$ cat src/rtl/pic_pkg.sv
package pic_pkg;

    localparam int DW = 8;

    localparam logic [3:0] GRP_ENABLE = 4'h1;
    localparam logic [3:0] GRP_MODE   = 4'h2;
    localparam logic [7:0] IDX_SVC    = 8'h00;
    localparam logic [7:0] IDX_CMD    = 8'hFF;
    localparam logic [7:0] CMD_EOI    = 8'h01;
    localparam logic [7:0] ID_NONE    = 8'hFF;

    typedef enum logic [2:0] {
        BK_NONE,
        BK_SVC,
        BK_ENABLE,
        BK_MODE,
        BK_CMD
    } bank_e;

    typedef struct packed {
        logic          valid;
        logic [DW-1:0] data;
    } data_wr_t;

    function automatic bank_e bank_of(input logic [7:0] idx, input int nbytes);
        bank_e b;
        b = BK_NONE;
        if (idx == IDX_SVC)
            b = BK_SVC;
        else if (idx == IDX_CMD)
            b = BK_CMD;
        else if (idx[7:4] == GRP_ENABLE && int'(idx[3:0]) < nbytes)
            b = BK_ENABLE;
        else if (idx[7:4] == GRP_MODE && int'(idx[3:0]) < nbytes)
            b = BK_MODE;
        return b;
    endfunction

endpackage

$ cat src/rtl/pic_bus_port.sv
module pic_bus_port
    import pic_pkg::*;
(
    input  logic          clk,
    input  logic          rst,
    input  logic          bus_cs,
    input  logic          bus_rd_nwr,
    input  logic          bus_addr,
    input  logic [DW-1:0] bus_wdata,
    output logic [DW-1:0] index_q,
    output data_wr_t      data_wr
);

    logic wr_now;
    logic wr_q;
    logic sel_q;
    logic commit;

    assign wr_now = bus_cs && !bus_rd_nwr;
    // the window closes at the first edge that sees the strobe gone
    assign commit = wr_q && !wr_now;

    always_ff @(posedge clk) begin
        if (rst) begin
            wr_q    <= 1'b0;
            sel_q   <= 1'b0;
            index_q <= '0;
        end else begin
            wr_q <= wr_now;
            if (wr_now)
                sel_q <= bus_addr;
            if (commit && !sel_q)
                index_q <= bus_wdata;
        end
    end

    always_comb begin
        data_wr.valid = commit && sel_q;
        data_wr.data  = bus_wdata;
    end

    p_index_only_on_commit_r2: assert property (@(posedge clk) disable iff (rst)
        !$stable(index_q) |-> $past(wr_q && !(bus_cs && !bus_rd_nwr)));

endmodule

$ cat src/rtl/pic_cfg_regs.sv
module pic_cfg_regs
    import pic_pkg::*;
#(
    parameter int N_CFG = 128
) (
    input  logic             clk,
    input  logic             rst,
    input  logic [DW-1:0]    index_q,
    input  data_wr_t         data_wr,
    output logic [N_CFG-1:0] en_q,
    output logic [N_CFG-1:0] mode_q,
    output logic             eoi
);

    localparam int NB = N_CFG / 8;

    bank_e bank;

    assign bank = bank_of(index_q, NB);
    assign eoi  = data_wr.valid && bank == BK_CMD && data_wr.data == CMD_EOI;

    for (genvar b = 0; b < NB; b++) begin : g_lane
        always_ff @(posedge clk) begin
            if (rst) begin
                en_q[b*8 +: 8]   <= '0;
                mode_q[b*8 +: 8] <= '0;
            end else if (data_wr.valid && index_q[3:0] == 4'(b)) begin
                if (bank == BK_ENABLE)
                    en_q[b*8 +: 8] <= data_wr.data;
                if (bank == BK_MODE)
                    mode_q[b*8 +: 8] <= data_wr.data;
            end
        end
    end

    p_en_only_on_write_r3: assert property (@(posedge clk) disable iff (rst)
        !$stable(en_q) |-> $past(data_wr.valid));

    p_mode_only_on_write_r4: assert property (@(posedge clk) disable iff (rst)
        !$stable(mode_q) |-> $past(data_wr.valid));

endmodule

$ cat src/rtl/pic_lowest_pick.sv
module pic_lowest_pick #(
    parameter int N  = 128,
    parameter int IW = $clog2(N)
) (
    input  logic          clk,
    input  logic          rst,
    input  logic [N-1:0]  req,
    output logic          valid,
    output logic [IW-1:0] id
);

    always_comb begin
        valid = |req;
        id    = '0;
        for (int i = N - 1; i >= 0; i--) begin
            if (req[i])
                id = IW'(i);
        end
    end

    p_pick_is_set_r8: assert property (@(posedge clk) disable iff (rst)
        valid |-> req[id]);

    p_pick_is_lowest_r8: assert property (@(posedge clk) disable iff (rst)
        valid |-> ((req & ~({N{1'b1}} << id)) == '0));

endmodule

$ cat src/rtl/pic_core.sv
module pic_core #(
    parameter int N_CFG = 128,
    parameter int IW    = $clog2(N_CFG)
) (
    input  logic             clk,
    input  logic             rst,
    input  logic [N_CFG-1:0] req,
    input  logic [N_CFG-1:0] en,
    input  logic [N_CFG-1:0] mode,
    input  logic             eoi,
    output logic             svc_valid,
    output logic [IW-1:0]    svc_id
);

    logic [N_CFG-1:0] req_q;
    logic [N_CFG-1:0] pend_q;
    logic [N_CFG-1:0] pend_d;
    logic [N_CFG-1:0] edge_hit;
    logic [N_CFG-1:0] cand;
    logic             g_valid;
    logic [IW-1:0]    g_id;
    logic             reselect;

    always_comb begin
        edge_hit = req & ~req_q & en & ~mode;
        cand     = ((pend_q | edge_hit) & en & ~mode) | (req & en & mode);
    end

    pic_lowest_pick #(.N(N_CFG), .IW(IW)) i_pick (
        .clk   (clk),
        .rst   (rst),
        .req   (cand),
        .valid (g_valid),
        .id    (g_id)
    );

    assign reselect = eoi || !svc_valid;

    always_comb begin
        pend_d = pend_q | edge_hit;
        if (reselect && g_valid)
            pend_d[g_id] = 1'b0;
    end

    always_ff @(posedge clk) begin
        if (rst) begin
            req_q     <= '0;
            pend_q    <= '0;
            svc_valid <= 1'b0;
            svc_id    <= '0;
        end else begin
            req_q  <= req;
            pend_q <= pend_d;
            if (reselect) begin
                svc_valid <= g_valid;
                svc_id    <= g_id;
            end
        end
    end

    p_hold_until_eoi_r6: assert property (@(posedge clk) disable iff (rst)
        (svc_valid && !eoi) |=> (svc_valid && $stable(svc_id)));

endmodule

$ cat src/rtl/pic_idx_top.sv
module pic_idx_top
    import pic_pkg::*;
#(
    parameter int N_REQ = 256,
    parameter int N_CFG = 128
) (
    input  logic             clk,
    input  logic             rst,
    input  logic             bus_cs,
    input  logic             bus_rd_nwr,
    input  logic             bus_addr,
    input  logic [DW-1:0]    bus_wdata,
    output logic [DW-1:0]    bus_rdata,
    input  logic [N_REQ-1:0] irq_req,
    output logic             irq_out
);

    localparam int NB = N_CFG / 8;
    localparam int IW = $clog2(N_CFG);

    logic [DW-1:0]    index_q;
    data_wr_t         data_wr;
    logic [N_CFG-1:0] en_q;
    logic [N_CFG-1:0] mode_q;
    logic             eoi;
    logic             svc_valid;
    logic [IW-1:0]    svc_id;
    logic             unused_upper;

    assign unused_upper = ^irq_req[N_REQ-1:N_CFG];

    pic_bus_port i_bus (
        .clk        (clk),
        .rst        (rst),
        .bus_cs     (bus_cs),
        .bus_rd_nwr (bus_rd_nwr),
        .bus_addr   (bus_addr),
        .bus_wdata  (bus_wdata),
        .index_q    (index_q),
        .data_wr    (data_wr)
    );

    pic_cfg_regs #(.N_CFG(N_CFG)) i_cfg (
        .clk     (clk),
        .rst     (rst),
        .index_q (index_q),
        .data_wr (data_wr),
        .en_q    (en_q),
        .mode_q  (mode_q),
        .eoi     (eoi)
    );

    pic_core #(.N_CFG(N_CFG), .IW(IW)) i_core (
        .clk       (clk),
        .rst       (rst),
        .req       (irq_req[N_CFG-1:0]),
        .en        (en_q),
        .mode      (mode_q),
        .eoi       (eoi),
        .svc_valid (svc_valid),
        .svc_id    (svc_id)
    );

    assign irq_out = svc_valid;

    always_comb begin
        bus_rdata = '0;
        if (bus_cs && bus_rd_nwr) begin
            if (!bus_addr) begin
                bus_rdata = index_q;
            end else begin
                unique case (bank_of(index_q, NB))
                    BK_SVC:    bus_rdata = svc_valid ? 8'(svc_id) : ID_NONE;
                    BK_ENABLE: bus_rdata = en_q[int'(index_q[3:0]) * 8 +: 8];
                    BK_MODE:   bus_rdata = mode_q[int'(index_q[3:0]) * 8 +: 8];
                    default:   bus_rdata = '0;
                endcase
            end
        end
    end

    p_low_after_reset_r1: assert property (@(posedge clk) disable iff (rst)
        $past(rst) |-> !irq_out);

    p_idle_bus_quiet_r12: assert property (@(posedge clk) disable iff (rst)
        !bus_cs |-> bus_rdata == '0);

endmodule

$ cat config.mk
export PLATFORM = sky130hd
export DESIGN_NAME = pic_idx_top
export DESIGN_NICKNAME = d
export VERILOG_FILES = /design/src/rtl/pic_pkg.sv /design/src/rtl/pic_bus_port.sv /design/src/rtl/pic_cfg_regs.sv /design/src/rtl/pic_lowest_pick.sv /design/src/rtl/pic_core.sv /design/src/rtl/pic_idx_top.sv
export SDC_FILE = /design/constraint.sdc
export NUM_CORES = 1
export LEC_CHECK = 0
export ABC_AREA = 1
export BUFFER_PORTS_ARGS = -buffer_cell sky130_fd_sc_hd__buf_2
export CAP_MARGIN = 10
export CORE_ASPECT_RATIO = 0.8
export CORE_MARGIN = 2
export CORE_UTILIZATION = 55
export CTS_CLUSTER_DIAMETER = 50
export DETAILED_ROUTE_END_ITERATION = 10
export HOLD_SLACK_MARGIN = 0.15
export MAX_ROUTING_LAYER = met4
export PLACE_DENSITY = 0.83
export SYNTH_ARGS = -nofsm -noshare
export SYNTH_HDL_FRONTEND = slang
export SYNTH_HIERARCHICAL = 1
export SYNTH_SLANG_ARGS = --single-unit
$ cat constraint.sdc
create_clock -name clk -period 11.5 [get_ports clk]
set_input_delay 2.3 -clock clk [delete_from_list [all_inputs] [get_ports clk]]
set_output_delay 2.3 -clock clk [all_outputs]
set_load 0.05 [all_outputs]
======== Yosys cells after proc, flatten, opt, wreduce, memory -nomap -nowiden ========
Index checks and enable logic that the tools add are counted.
word-level totals
  output and inout port bits .............. 9
  bits of input ports ..................... 269
  register bits ........................... 530
cells by class
  bitwise gates (word level) .............. 13
  muxes and demuxes ....................... 141
  reduce and logical (&&, ||, !) cells .... 65
  magnitude comparators ................... 2
  equal/unequal tests ..................... 25
  shift-type cells ........................ 2
operators by type and width
  kind                  count
  $and A128 B128 Y128   8
  $mux W7               128
  $not A128 Y128        3
  $or A128 B128 Y128    2
  $shiftx A128 B8 Y8    2
  $mux W128             1
  $reduce_or A128 Y1    1
  $reduce_and A2 Y1     32
  $eq A4 B4 Y1 const B  8
  $logic_and A1 B1 Y1   25
  $mux W8               3
  $pmux W8 S3           1
  $eq A4 B3 Y1 const B  4
  $mux W3               5
  $eq A3 B2 Y1 const B  4
  $eq A4 B2 Y1 const B  3
  $eq A4 B1 Y1 const B  2
  $eq A8 B1 Y1 const B  1
  $eq A8 B8 Y1 const B  1
  $logic_not A8 Y1      1
  $lt A7 B8 Y1 const B  1
  $demux W1 S7          1
  $ge A7 B1 Y1 const B  1
  $logic_not A1 Y1      4
  other kinds (6)       6

======== Logic depth before layout (Yosys ltp) ========
  word-level depth ........................ 143
  mapped depth ............................ 139
  gate-level depth less buffers ........... 138

======== Cells and area by module ========
Netlist, hierarchy kept.
modules (own cells, without submodules)
  module           cells each  sequential area each (um2)  times used  area each (um2)
  pic_core         2292        5285.1                      1           13649.3
  pic_cfg_regs     1497        5124.9                      1           10736.5
  pic_idx_top      659         0.0                         1           3076.7
  pic_lowest_pick  478         0.0                         1           1968.1
  pic_bus_port     70          200.2                       1           501.7

======== Worst setup path before layout ========
Ideal clock, no wire load.
  kind .................................... input to register
  from .................................... input port irq_req[125]
  to ...................................... register i_core.pend_q[57]
  path buffers ............................ 1
  setup time .............................. 0.112 ns
  slack ................................... 2.715 ns
  stages .................................. 138
  data arrival time ....................... 8.673 ns
  cell sequence ........................... inv_1 nor2_1 nand2_1 nand3b_1 nand2_1 inv_1 inv_2 nand2_1 nand2_1 nand2_1 nand2_1 nand2_1 nand2_1 nand2_1 nand2_1 nand2_1 nand2_1 nand2_1 [102 not listed] nand2_1 nand2_1 nand2_1 nand2_1 nand2_1 nand2_1 nand2_1 nand2_1 nand2_1 nand2_1 nand2_1 a21oi_2 inv_1 a21oi_2 nand2_1 buf_6 nor2_1 nor2_1
on the way
  word-level cells in the longest chain between the ends .. 140
  elaborated cells between the ends (all ways) .. 145
  those cells by class .................... order compare: 2; mux: 129; bitwise: 11; reduce/logical: 3
ends and longest elaborated chain
  element                                                             RTL line               text
  from (decl)                                                         pic_idx_top.sv:14      input logic [N_REQ-1:0] irq_req,
  $and A128 B128 Y128 (3 in a row)                                    pic_core.sv:25         edge_hit = req & ~req_q & en & ~mode;
  $or A128 B128 Y128                                                  pic_core.sv:26         cand = ((pend_q | edge_hit) & en & ~mode) | (req & en & mode);
  $and A128 B128 Y128 (2 in a row)                                    pic_core.sv:26
  $or A128 B128 Y128 *                                                pic_core.sv:26
  net i_core.cand[125]                                                pic_core.sv:19         logic [N_CFG-1:0] cand;
  $mux W7 * (126 in a row)                                            pic_lowest_pick.sv:16  if (req[i])
  net i_core.g_id[0]                                                  pic_core.sv:21         logic [IW-1:0] g_id;
  $lt A7 B8 Y1 (not written as such) or $ge A7 B1 Y1 (tied branches)  pic_core.sv:42         pend_d[g_id] = 1'b0;
  $logic_and A1 B1 Y1 (not written as such)                           pic_core.sv:42
  $mux W1 (not written as such)                                       pic_core.sv:42
  $demux W1 S7 *                                                      n/a
  $not A128 Y128 (no line) *                                          n/a
  $and A128 B128 Y128 (no line) *                                     n/a
  $mux W128 *                                                         pic_core.sv:41         if (reselect && g_valid)
  to (signal assigned)                                                pic_core.sv:53         pend_q <= pend_d;
  to (decl)                                                           pic_core.sv:16         logic [N_CFG-1:0] pend_q;
The timed path passes the listed nets; every way through them passes the cells marked *.
A chain may end at the register's enable or synchronous reset.

======== Final worst setup path ========
  from .................................... input port irq_req[127]
  to ...................................... register i_core.pend_q[72]
on the way
  word-level cells in the longest chain between the ends .. 142
  elaborated cells between the ends (all ways) .. 147
  those cells by class .................... order compare: 2; mux: 131; bitwise: 11; reduce/logical: 3
ends and longest elaborated chain
  element                                                             RTL line
  $and A128 B128 Y128 (3 in a row)                                    pic_core.sv:25
  $or A128 B128 Y128                                                  pic_core.sv:26
  $and A128 B128 Y128 (2 in a row)                                    pic_core.sv:26
  $or A128 B128 Y128 *                                                pic_core.sv:26
  net i_core.cand[127]                                                pic_core.sv:19
  $mux W7 * (128 in a row)                                            pic_lowest_pick.sv:16
  net i_core.g_id[0]                                                  pic_core.sv:21
  $lt A7 B8 Y1 (not written as such) or $ge A7 B1 Y1 (tied branches)  pic_core.sv:42
  $logic_and A1 B1 Y1 (not written as such)                           pic_core.sv:42
  $mux W1 (not written as such)                                       pic_core.sv:42
  $demux W1 S7 *                                                      n/a
  $not A128 Y128 (no line) *                                          n/a
  $and A128 B128 Y128 (no line) *                                     n/a
  $mux W128 *                                                         pic_core.sv:41
Marked as above.

==> impl_metrics.xml <==
<?xml version="1.0" encoding="UTF-8"?>
<metrics>
  <group name="run_status">
    <metric name="run_status" unit="">finished, final reports clean</metric>
  </group>
  <group name="critical_path">
    <metric name="worst_path_max_delay_cell" unit="">nand2_2</metric>
    <metric name="crit_path_max_fanout" unit="">16</metric>
    <metric name="arrival" unit="ns">10.66</metric>
    <metric name="critical_path_required" unit="ns">12.02</metric>
    <metric name="critPathKind" unit="">input port to register</metric>
    <metric name="type_of_destination_of_the_critical_path" unit="">register</metric>
    <metric name="cell_occurring_most_often_along_the_worst_timing_path" unit="">nand2_1</metric>
    <metric name="start_kind" unit="">input port</metric>
    <metric name="cpPeakStageDelay" unit="ns">0.61</metric>
    <metric name="timing.reg2reg.worst_path_depth" unit="">135</metric>
  </group>
  <group name="worst_hold_path">
    <metric name="worst_hold_path.num_cells" unit="">2</metric>
    <metric name="holdCritPathClass" unit="">register to register</metric>
  </group>
  <group name="logic_synthesis">
    <metric name="dominant_register_cell_in_the_synthesized_netlist" unit="">dfxtp_1</metric>
    <metric name="async_set_reset_flop_share_out_of_synthesis" unit="%">0</metric>
    <metric name="synth_cell_type_count" unit="">32</metric>
    <metric name="synth_enable_flop_cells" unit="">0</metric>
    <metric name="yosysSeqAreaShare" unit="%">35.45</metric>
    <metric name="ys_top_cells_by_area" unit="">dfxtp_1 35%, nand2_1 16%, nor2_1 15%</metric>
    <metric name="syn-instance-count" unit="">4996</metric>
    <metric name="mappedNetlistArea" unit="µm²">29930</metric>
    <metric name="synth_area_per_cell" unit="µm²">5.991</metric>
    <metric name="synth.most_common_cell" unit="">nand2_1</metric>
    <metric name="synth_register_bits" unit="">530</metric>
    <metric name="synth-warning-count" unit="">6</metric>
    <metric name="mappedNetlistNets" unit="">5265</metric>
    <metric name="synth.top_cells.by_count" unit="">1260 x nand2_1, 1218 x nor2_1, 660 x inv_1</metric>
    <metric name="yosys.area.top_type" unit="">dfxtp_1</metric>
    <metric name="post-synth-top-area-fraction" unit="%">35.45</metric>
  </group>
  <group name="cts">
    <metric name="cts_setup_buffers" unit="">0</metric>
    <metric name="clock_insertion_delay_worst_skew" unit="ns">0.63</metric>
    <metric name="ctsResizeCount" unit="">0</metric>
    <metric name="numCtsBuffers" unit="">55</metric>
    <metric name="cts_buffer_depth" unit="">3</metric>
    <metric name="post_cts_hold_buffer_count" unit="">0</metric>
    <metric name="clk_pin_slew_worst_paths" unit="ns">0.06</metric>
    <metric name="clock_sinks" unit="">530</metric>
    <metric name="tritoncts_clock_tree" unit="">done</metric>
    <metric name="h-tree-depth" unit="">2</metric>
    <metric name="cts_root_buf" unit="">clkbuf_16</metric>
  </group>
  <group name="sta">
    <metric name="setup_repair_after_global_routing_missed_its_margin" unit="">no</metric>
    <metric name="hold_viol_final" unit="">0</metric>
    <metric name="period_share" unit="%">88.19</metric>
    <metric name="timing.clock.skew" unit="ns">0.02660</metric>
    <metric name="report.final.slew_viol_count" unit="">0</metric>
    <metric name="maxSlewHeadroom" unit="%">18.32</metric>
    <metric name="worstMarginPinSlew" unit="ns">1.222</metric>
    <metric name="max_freq" unit="GHz">0.09860</metric>
    <metric name="fin_tns_setup" unit="ns">0</metric>
    <metric name="period_minus_slack" unit="ns">10.14</metric>
    <metric name="setup_violations" unit="">0</metric>
  </group>
  <group name="placement">
    <metric name="postPlaceCellArea" unit="µm²">30550</metric>
    <metric name="gp_congestion" unit="">1.030</metric>
    <metric name="placed_wire_length_estimate_after_detailed_placement" unit="µm">61350</metric>
    <metric name="port_buffers" unit="">149</metric>
  </group>
  <group name="routing">
    <metric name="post_drt_via_cell_ratio" unit="">5.462</metric>
    <metric name="detail_route.wirelength" unit="µm">97520</metric>
    <metric name="drt_drc_violations_left" unit="">0</metric>
    <metric name="drt-pass1-iter-count" unit="">8</metric>
    <metric name="drt-wirelength-per-cell" unit="µm">16.94</metric>
    <metric name="routed-via-count" unit="">31440</metric>
    <metric name="dr_iter_0_viols" unit="">4071</metric>
    <metric name="ant_nets" unit="">0</metric>
  </group>
  <group name="global_route">
    <metric name="vias_in_the_first_global_route" unit="">28049</metric>
    <metric name="global_route.overflow_total" unit="">0</metric>
    <metric name="antenna_violations_before_repair" unit="">3</metric>
    <metric name="grt_max_degree" unit="">130</metric>
    <metric name="track_usage" unit="%">34.93</metric>
    <metric name="grt_pass1_wl" unit="µm">150800</metric>
  </group>
  <group name="floorplanning">
    <metric name="die_y" unit="µm">212.7</metric>
    <metric name="chipWidth" unit="µm">264.8</metric>
    <metric name="std_cell_rows" unit="">76</metric>
    <metric name="ios" unit="">278</metric>
    <metric name="effective_utilization_at_floorplan" unit="%">55.61</metric>
    <metric name="core_region_area" unit="µm²">53820</metric>
    <metric name="floorplan.die_area" unit="µm²">56320</metric>
  </group>
  <group name="power">
    <metric name="cellLeakagePower" unit="nW">16.04</metric>
    <metric name="cellPowerDensity" unit="nW/µm²">124.2</metric>
    <metric name="max-vdd-ir-drop" unit="µV">132.2</metric>
  </group>
  <group name="layout">
    <metric name="final_layout_size_suffix_gt1_share" unit="%">7.583</metric>
    <metric name="finish.net_count" unit="">5278</metric>
    <metric name="synthToLayoutAreaGrowth" unit="%">8.301</metric>
    <metric name="final_area" unit="µm²">32420</metric>
  </group>
  <group name="run">
    <metric name="total_of_max_cap_violations" unit="">0</metric>
  </group>
</metrics>
cell families after synthesis:
| family | share of synthesized area [%] |
|---|---|
| simple gates | 46.68 |
| buf+inv | 13.35 |
| flops | 35.45 |
| compound gates | 4.527 |
worst max-delay path, delay by kind of cell:
kind	cells	cell delay (ns)
compound gates	2	0.30
simple gates	132	7.78
buf+inv	3	0.25
final cells by class:
class,instances,area (µm²)
fillers,5241,21400
multi-input cells,3543,15350
flip-flops and latches,530,10610
inverters,699,2730
clock buffers,82,1680
repair buffers,180,980.9
well taps,702,878.3
clock inverters,17,176.4
diodes,3,7.507
final timing paths:
kind	start	end	slack, ns
worst max-delay path	irq_req[127]	i_core/pend_q[72]$_SDFF_PP0_	1.36
worst min-delay path	i_cfg/en_q[10]$_SDFFE_PP0P_	i_cfg/en_q[10]$_SDFFE_PP0P_	0.50
worst max register to register	i_cfg/mode_q[127]$_SDFFE_PP0P_	i_core/pend_q[72]$_SDFF_PP0_	2.78
worst min register to register	i_cfg/en_q[10]$_SDFFE_PP0P_	i_cfg/en_q[10]$_SDFFE_PP0P_	0.50
layout by cell type, fill, tap and decap left out, types with 3 or more instances in the layout:
cell / instances
nor3_1: 7
buf_2: 148
bufinv_8: 7
nor2_2: 8
nand3_1: 598
nor2_1: 1218
clkbuf_16: 57
inv_1: 654
bufinv_16: 3
nand2_2: 9
clkbuf_1: 9
dfxtp_1: 528
nand2_1: 1256
clkbuf_8: 16
clkinv_2: 11
nand3_4: 3
nor4_1: 6
o21ai_0: 16
inv_2: 33
a21oi_2: 4
diode_2: 3
a21oi_1: 225
o21ai_1: 8
a31oi_1: 3
nand3b_1: 129
nor2_4: 41
clkinv_1: 3
buf_4: 32
power breakdown:
| group | switching [mW] | leakage, nW | internal (mW) |
|---|---|---|---|
| sequential | 0.00932 | 4.30 | 1.86 |
| clock | 0.780 | 0.921 | 1.07 |
| combinational | 0.232 | 10.8 | 0.0695 |
stage by stage:
step           cells  total power, mW  hold WS (ns)  setup WS, ns  utilization (%)
2_1_floorplan   4996            2.099        0.4734         2.715                -
3_3_place_gp    5654            2.196        0.4884        0.9047            56.77
3_5_place_dp    5654            2.200        0.4912        0.9184            56.77
4_1_cts         5753            4.023        0.4994         1.483            60.22
5_1_grt         5755            4.132        0.5190        0.1259            60.23
6_report        5756            4.025        0.5037         1.358            60.23
layer usage:
layer | vias to the layer above | global-route usage [%] | part of all wire (%)
li1 | 15233 | - | -
met1 | 13982 | 44.95 | 39
met2 | 1852 | 51.45 | 41
met3 | 373 | 8.626 | 14
met4 | 0 | 16.89 | 5.2
met5 | - | - | 0
flip-flops by register name, summed over array words and instances (netlist names):
signal,count
i_core/pend_q,128
i_bus/index_q,8
i_core/svc_id,7
i_cfg/mode_q,128
i_bus/sel_q,1
i_cfg/en_q,128
i_core/req_q,128
i_core/svc_valid,1
i_bus/wr_q,1
(Power assumes the default switching activity.)
